### src/rtl/mbox_pkg.sv
package mbox_pkg;
  localparam int DATA_W = 8;
  localparam logic [1:0] OFS_CTRL = 2'd0;
  localparam logic [1:0] OFS_DATA = 2'd1;
  localparam int CLR_WR_BIT = 0;
  localparam int CLR_RD_BIT = 1;

  typedef struct packed {
    logic reqPush;
    logic reqPop;
    logic reqClrWr;
    logic reqClrRd;
    logic rspPush;
    logic rspPop;
    logic rspClrWr;
    logic rspClrRd;
    logic hostRdSel;
  } laneStrobes_t;
endpackage

### src/rtl/mbox_lane.sv
module mbox_lane #(
  parameter int DEPTH = 64,
  parameter int DATA_W = 8,
  localparam int PTR_W = $clog2(DEPTH + 1),
  localparam int IDX_W = (DEPTH > 1) ? $clog2(DEPTH) : 1
) (
  input  logic              clk,
  input  logic              rstN,
  input  logic              push,
  input  logic              pop,
  input  logic              clrWr,
  input  logic              clrRd,
  input  logic [DATA_W-1:0] wdata,
  output logic [DATA_W-1:0] headData,
  output logic [PTR_W-1:0]  wrPtr,
  output logic [PTR_W-1:0]  rdPtr
);
  localparam logic [PTR_W-1:0] FULL_MARK = PTR_W'(DEPTH);

  logic [DATA_W-1:0] store [DEPTH];
  logic pushOk;
  logic popOk;
  logic hasData;

  assign hasData = rdPtr < wrPtr;
  assign pushOk  = push && !clrWr && (wrPtr < FULL_MARK);
  assign popOk   = pop && !clrRd && hasData;

  always_ff @(posedge clk) begin
    if (pushOk) store[wrPtr[IDX_W-1:0]] <= wdata;
  end

  always_ff @(posedge clk or negedge rstN) begin
    if (!rstN) begin
      wrPtr <= '0;
    end else if (clrWr) begin
      wrPtr <= '0;
    end else if (pushOk) begin
      wrPtr <= wrPtr + PTR_W'(1);
    end
  end

  always_ff @(posedge clk or negedge rstN) begin
    if (!rstN) begin
      rdPtr <= '0;
    end else if (clrRd) begin
      rdPtr <= '0;
    end else if (popOk) begin
      rdPtr <= rdPtr + PTR_W'(1);
    end
  end

  always_comb begin
    headData = '0;
    if (hasData) headData = store[rdPtr[IDX_W-1:0]];
  end
endmodule

### src/rtl/mbox_ctrl.sv
module mbox_ctrl
  import mbox_pkg::*;
(
  input  logic         hostCs,
  input  logic [1:0]   hostAddr,
  input  logic         hostWr,
  input  logic         hostRd,
  input  logic [1:0]   hostClrBits,
  input  logic         ctlPush,
  input  logic         ctlPop,
  input  logic         ctlClrWr,
  input  logic         ctlClrRd,
  output laneStrobes_t strb
);
  logic hostDataWr;
  logic hostDataRd;
  logic hostCtrlWr;

  assign hostDataWr = hostCs && hostWr && (hostAddr == OFS_DATA);
  assign hostDataRd = hostCs && hostRd && !hostWr && (hostAddr == OFS_DATA);
  assign hostCtrlWr = hostCs && hostWr && (hostAddr == OFS_CTRL);

  always_comb begin
    strb           = '0;
    strb.reqPush   = hostDataWr;
    strb.reqPop    = ctlPop;
    strb.reqClrWr  = hostCtrlWr && hostClrBits[CLR_WR_BIT];
    strb.reqClrRd  = ctlClrRd;
    strb.rspPush   = ctlPush;
    strb.rspPop    = hostDataRd;
    strb.rspClrWr  = ctlClrWr;
    strb.rspClrRd  = hostCtrlWr && hostClrBits[CLR_RD_BIT];
    strb.hostRdSel = hostDataRd;
  end
endmodule

### src/rtl/mbox_datapath.sv
module mbox_datapath
  import mbox_pkg::*;
#(
  parameter int DEPTH = 64,
  localparam int PTR_W = $clog2(DEPTH + 1)
) (
  input  logic              clk,
  input  logic              rstN,
  input  laneStrobes_t      strb,
  input  logic [DATA_W-1:0] hostWdata,
  input  logic [DATA_W-1:0] ctlWdata,
  output logic [DATA_W-1:0] hostRdata,
  output logic [DATA_W-1:0] ctlRdata,
  output logic [PTR_W-1:0]  reqWrPtr,
  output logic [PTR_W-1:0]  reqRdPtr,
  output logic [PTR_W-1:0]  rspWrPtr,
  output logic [PTR_W-1:0]  rspRdPtr
);
  logic [DATA_W-1:0] rspHead;

  mbox_lane #(.DEPTH(DEPTH), .DATA_W(DATA_W)) i_reqLane (
    .clk(clk), .rstN(rstN),
    .push(strb.reqPush), .pop(strb.reqPop),
    .clrWr(strb.reqClrWr), .clrRd(strb.reqClrRd),
    .wdata(hostWdata), .headData(ctlRdata),
    .wrPtr(reqWrPtr), .rdPtr(reqRdPtr)
  );

  mbox_lane #(.DEPTH(DEPTH), .DATA_W(DATA_W)) i_rspLane (
    .clk(clk), .rstN(rstN),
    .push(strb.rspPush), .pop(strb.rspPop),
    .clrWr(strb.rspClrWr), .clrRd(strb.rspClrRd),
    .wdata(ctlWdata), .headData(rspHead),
    .wrPtr(rspWrPtr), .rdPtr(rspRdPtr)
  );

  assign hostRdata = strb.hostRdSel ? rspHead : '0;
endmodule

### src/rtl/mbox_buffers.sv
module mbox_buffers
  import mbox_pkg::*;
#(
  parameter int DEPTH = 64,
  localparam int PTR_W = $clog2(DEPTH + 1)
) (
  input  logic              clk,
  input  logic              rstN,
  input  logic              hostCs,
  input  logic [1:0]        hostAddr,
  input  logic              hostWr,
  input  logic              hostRd,
  input  logic [DATA_W-1:0] hostWdata,
  output logic [DATA_W-1:0] hostRdata,
  input  logic              ctlPush,
  input  logic [DATA_W-1:0] ctlWdata,
  input  logic              ctlPop,
  output logic [DATA_W-1:0] ctlRdata,
  input  logic              ctlClrWr,
  input  logic              ctlClrRd,
  output logic [PTR_W-1:0]  capacity
);
  laneStrobes_t strb;
  logic [PTR_W-1:0] reqWrPtr;
  logic [PTR_W-1:0] reqRdPtr;
  logic [PTR_W-1:0] rspWrPtr;
  logic [PTR_W-1:0] rspRdPtr;

  initial begin
    if (DEPTH < 64) $error("mbox_buffers: DEPTH must be at least 64");
  end

  mbox_ctrl i_ctrl (
    .hostCs(hostCs), .hostAddr(hostAddr), .hostWr(hostWr), .hostRd(hostRd),
    .hostClrBits(hostWdata[1:0]),
    .ctlPush(ctlPush), .ctlPop(ctlPop),
    .ctlClrWr(ctlClrWr), .ctlClrRd(ctlClrRd),
    .strb(strb)
  );

  mbox_datapath #(.DEPTH(DEPTH)) i_dp (
    .clk(clk), .rstN(rstN), .strb(strb),
    .hostWdata(hostWdata), .ctlWdata(ctlWdata),
    .hostRdata(hostRdata), .ctlRdata(ctlRdata),
    .reqWrPtr(reqWrPtr), .reqRdPtr(reqRdPtr),
    .rspWrPtr(rspWrPtr), .rspRdPtr(rspRdPtr)
  );

  assign capacity = PTR_W'(DEPTH);
endmodule

### config.mk
export PLATFORM = sky130hd
export DESIGN_NAME = mbox_buffers
export DESIGN_NICKNAME = d
export VERILOG_FILES = /design/src/rtl/mbox_pkg.sv /design/src/rtl/mbox_lane.sv /design/src/rtl/mbox_ctrl.sv /design/src/rtl/mbox_datapath.sv /design/src/rtl/mbox_buffers.sv
export SDC_FILE = /design/constraint.sdc
export NUM_CORES = 1
export LEC_CHECK = 0
export BUFFER_PORTS_ARGS = -buffer_cell sky130_fd_sc_hd__buf_2
export CAP_MARGIN = 30
export CORE_MARGIN = 3
export CORE_UTILIZATION = 55
export CTS_BUF_LIST = sky130_fd_sc_hd__clkbuf_8
export DETAILED_ROUTE_END_ITERATION = 6
export PLACE_DENSITY = 0.78
export RECOVER_POWER = 50
export SYNTH_ARGS = -nofsm -noshare
export SYNTH_HDL_FRONTEND = slang
export SYNTH_SLANG_ARGS = --single-unit
### constraint.sdc
create_clock -name clk -period 3.9 [get_ports clk]
set_clock_uncertainty 0.15 [all_clocks]
set_input_delay 0.39 -clock clk [delete_from_list [all_inputs] [get_ports clk]]
set_output_delay 0.39 -clock clk [all_outputs]
set_load 0.1 [all_outputs]
==> impl_metrics.env <==
export IMPL_diodes=0
export IMPL_relSlewSlack_pct=-74.4
export IMPL_cellLeakagePower_nw=14.7
export IMPL_core_rowCount=99
export IMPL_maxSlewViolCount=633
export IMPL_drt_wl_total_um=91900
export IMPL_drtPass1Iterations=6
export IMPL_max_cap_viol_count=16
export IMPL_slowest_delay_ns=0.46
export IMPL_port_buffers=42
export IMPL_synth_edf_count=1024
export IMPL_gr_total_overflow=0
export IMPL_gp_congestion=0.920
export IMPL_layout_min_cycle_time_ns=3.88
export IMPL_drive_gt1_share_pct=23.3
export IMPL_crit_chain="buf_4 > nor2b_1 > buf_4 > nand2_2 > o22ai_1 > a211oi_1 > a22oi_2 > a22o_1 > buf_12"
export IMPL_dr_total_vias=21500
export IMPL_routedWlPerCell_um=27.2
export IMPL_worstPathRequired_ns=3.36
export IMPL_clock_path_buffers=3
export IMPL_grt_first_pass_wirelength_um=140000
export IMPL_dp_hpwl_um=58200
export IMPL_fp_dieW_um=280
export IMPL_ys_ff_latch=1052
export IMPL_grt_pass1_vias=22200
export IMPL_nets=2347
export IMPL_status="finished with violations"
export IMPL_p_comb_share_pct=14.6
export IMPL_syn_inst=2086
export IMPL_fmax_mhz=258
export IMPL_rsz0062_at_grt="true"
export IMPL_clkTransAtPathRegs_ns=0.06
export IMPL_track_usage_pct=24.1
export IMPL_power_density_mw_per_mm2=519
export IMPL_vdd_drop_max_v=0.000463
export IMPL_ios=50
export IMPL_p_int_mw=18.0
export IMPL_ys_flop_type="edfxtp_1"
export IMPL_crit_slowest_cell="dfrtp_2"
export IMPL_numCtsBuffers=158
export IMPL_switching_share_pct=25.4
export IMPL_gr_usage_met1_pct=31.5
export IMPL_cp_common_cell="buf_4"
export IMPL_grt_max_degree=65
export IMPL_antenna_found_initial=0
export IMPL_sequentialPowerShare_pct=52.1
export IMPL_synthesis_area_mm2=0.0412
export IMPL_nFillCells=4827
export IMPL_setup_violations=0
export IMPL_cp_arrival_ns=3.34
export IMPL_syn_avg_cell_area_um2=19.8
export IMPL_clk_latency_ns=0.80
export IMPL_synthDistinctLibCells=49
export IMPL_yosysWarnings=0
export IMPL_start_kind="flip-flop"
export IMPL_p_sw_mw=6.12
export IMPL_drt_iter0_drc=2690
export IMPL_die_h_um=280
export IMPL_setup_tns_ns=0
export IMPL_yosys_area_top_type="edfxtp_1"
export IMPL_final_hold_viol_count=0
export IMPL_start_util_pct=56.0
export IMPL_tightest_slew_ns=2.62
export IMPL_fin_area_mm2=0.0465
export IMPL_cts_max_level=4
export IMPL_crit_type="reg2out"
export IMPL_area_growth_pct=12.8
export IMPL_drc=0
export IMPL_cts_tree="built"
export IMPL_p_clk_share_pct=33.3
export IMPL_vias_per_cell=6.38
export IMPL_postRouteAntennaNets=0
export IMPL_cts_sinks=1052
export IMPL_endpoint_kind="output port"
export IMPL_violations="max-capacitance violations, max-slew violations"
export IMPL_gr_usage_met2_pct=40.2
export IMPL_placedInstanceArea_mm2=0.0433
export IMPL_dieArea_mm2=0.0783
export IMPL_globalRoute_busiestLayer="met2"
export IMPL_hp_class="in2reg"
export IMPL_cts_root_buffer="clkbuf_8"
export IMPL_path_max_fanout=11
export IMPL_synthArstFlopShare_pct=2.66
export IMPL_yosys_top_cells_area="edfxtp_1 (75%), mux4_2 (11%), mux2i_1 (2.7%)"
export IMPL_grtUsageMet3_pct=5.10
export IMPL_finalCoreUtilization_pct=63.2
export IMPL_yosysTopAreaCellShare_pct=74.6
export IMPL_design_core_area_mm2=0.0736
export IMPL_post_route_period_util_pct=99.4
export IMPL_ys_seq_area_share_pct=76.3
## what timing repair did
item / in CTS / in global routing
hold buffers: 22 / 1
gates resized for setup: 37 / 21
hold endpoints to repair: 439 / 23
endpoints found under the setup margin: 16 / 16
setup buffers: 9 / 3
cloned: 2 / 0
## through the flow
step	worst slack [ns]	power [mW]	std cells	hold WS [ns]
2_1_floorplan	0.0196	15.1	2091	-0.0556
6_report	0.0241	24.1	3376	0.0748
3_3_place_gp	0.532	16.0	3053	0.316
3_5_place_dp	0.503	16.1	3064	0.333
5_1_grt	-0.0504	24.9	3376	0.0750
4_1_cts	0.00280	24.2	3370	0.0189
## cells by family after synthesis
family                     share of synthesized area (%)
DFF                                                 76.3
muxes                                               13.8
and+or+nand+nor                                     3.26
AOI/OAI and AO/OA                                   4.39
buffers and inverters                               1.49
adders and majority gates                          0.486
xor gates and xnor gates                           0.276
other                                             0.0182
## cells in the final DEF (no fill, tap or decap), drive strengths merged, types with 8 or more instances in the layout
cell            n
a211oi         35
a21o           12
a21oi          30
a22o           26
a22oi          46
buf           111
clkbuf        194
clkinv         40
dfrtp          28
dlygate4sd3    23
edfxtp       1024
ha             16
inv            80
mux2i         111
mux4          201
nand2          52
nand3          23
nand4           8
nor2          156
nor3            9
o21ai           8
o221ai         24
o22ai          56
or3            15
xnor2          13
## Yosys cell counts, types with 6 or more instances
library cell / count
nand2_1: 52
nor3_1: 9
buf_1: 9
dfrtp_1: 28
nand2b_1: 7
and2_1: 7
nand3_1: 23
a22oi_1: 46
or3_1: 15
xnor2_1: 13
buf_4: 18
o221ai_1: 24
mux2i_1: 111
a21o_1: 12
a22o_1: 26
buf_2: 28
clkbuf_1: 59
a21oi_1: 30
o22ai_1: 56
nor2b_1: 6
mux4_2: 201
nor2_1: 156
o21ai_0: 7
ha_1: 16
inv_1: 16
a211oi_1: 35
edfxtp_1: 1024
nand4_1: 8
## final cells by class
cell class | count | area (um2) | area share (%)
clock buffers | 161 | 2220 | 4.77
clock inverters | 112 | 554 | 1.19
inverters | 16 | 60.1 | 0.129
multi-input cells | 907 | 9380 | 20.2
flip-flops and latches | 1052 | 31500 | 67.7
well taps | 959 | 1200 | 2.58
repair buffers | 169 | 1610 | 3.47
## state kept, by name, indices dropped and copies added (netlist names)
register              count
i_dp.i_reqLane.store    512
i_dp.i_rspLane.store    512
i_dp.i_reqLane.rdPtr      7
i_dp.i_reqLane.wrPtr      7
i_dp.i_rspLane.rdPtr      7
i_dp.i_rspLane.wrPtr      7
## final timing paths
kind / startpoint / to / slack [ns] / depth (start not counted)
min in group asynchronous: rstN / i_dp.i_rspLane.wrPtr[1] / 0.53 / 2
worst max register to register: i_dp.i_rspLane.wrPtr[2] / i_dp.i_rspLane.store[52][5] / 0.97 / 4
max in group asynchronous: rstN / i_dp.i_rspLane.rdPtr[1] / 1.71 / 2
worst max-delay path: i_dp.i_reqLane.rdPtr[3] / ctlRdata[0] / 0.02 / 9
worst min register to register: i_dp.i_rspLane.rdPtr[6] / i_dp.i_rspLane.rdPtr[6] / 0.35 / 1
worst min-delay path: hostRd / i_dp.i_rspLane.rdPtr[2] / 0.07 / 6
## power by group through the flow
| stage | sequential [mW] | clock, mW | combinational, mW |
|---|---|---|---|
| floorplan | 12.7 | 0 | 2.34 |
| global placement | 12.8 | 0 | 3.20 |
| detailed placement | 12.8 | 0 | 3.31 |
| CTS | 12.5 | 8.14 | 3.53 |
| global route | 12.6 | 8.67 | 3.70 |
| finish | 12.6 | 8.04 | 3.53 |
## metal layers
| layer | wire length, um | part of all wire, % |
|---|---|---|
| met2 | 47100 | 51 |
| met4 | 3070 | 3.3 |
| met1 | 34000 | 37 |
| met5 | 0 | 0 |
| met3 | 7840 | 8.5 |
## worst max-delay path, delay by kind of cell (launching register included)
family	cells	cell delay, ns
simple gates	2	0.39
flops	1	0.46
compound gates	4	1.06
buf+inv	3	0.63
Note: power is estimated with default switching activity, not from simulation.
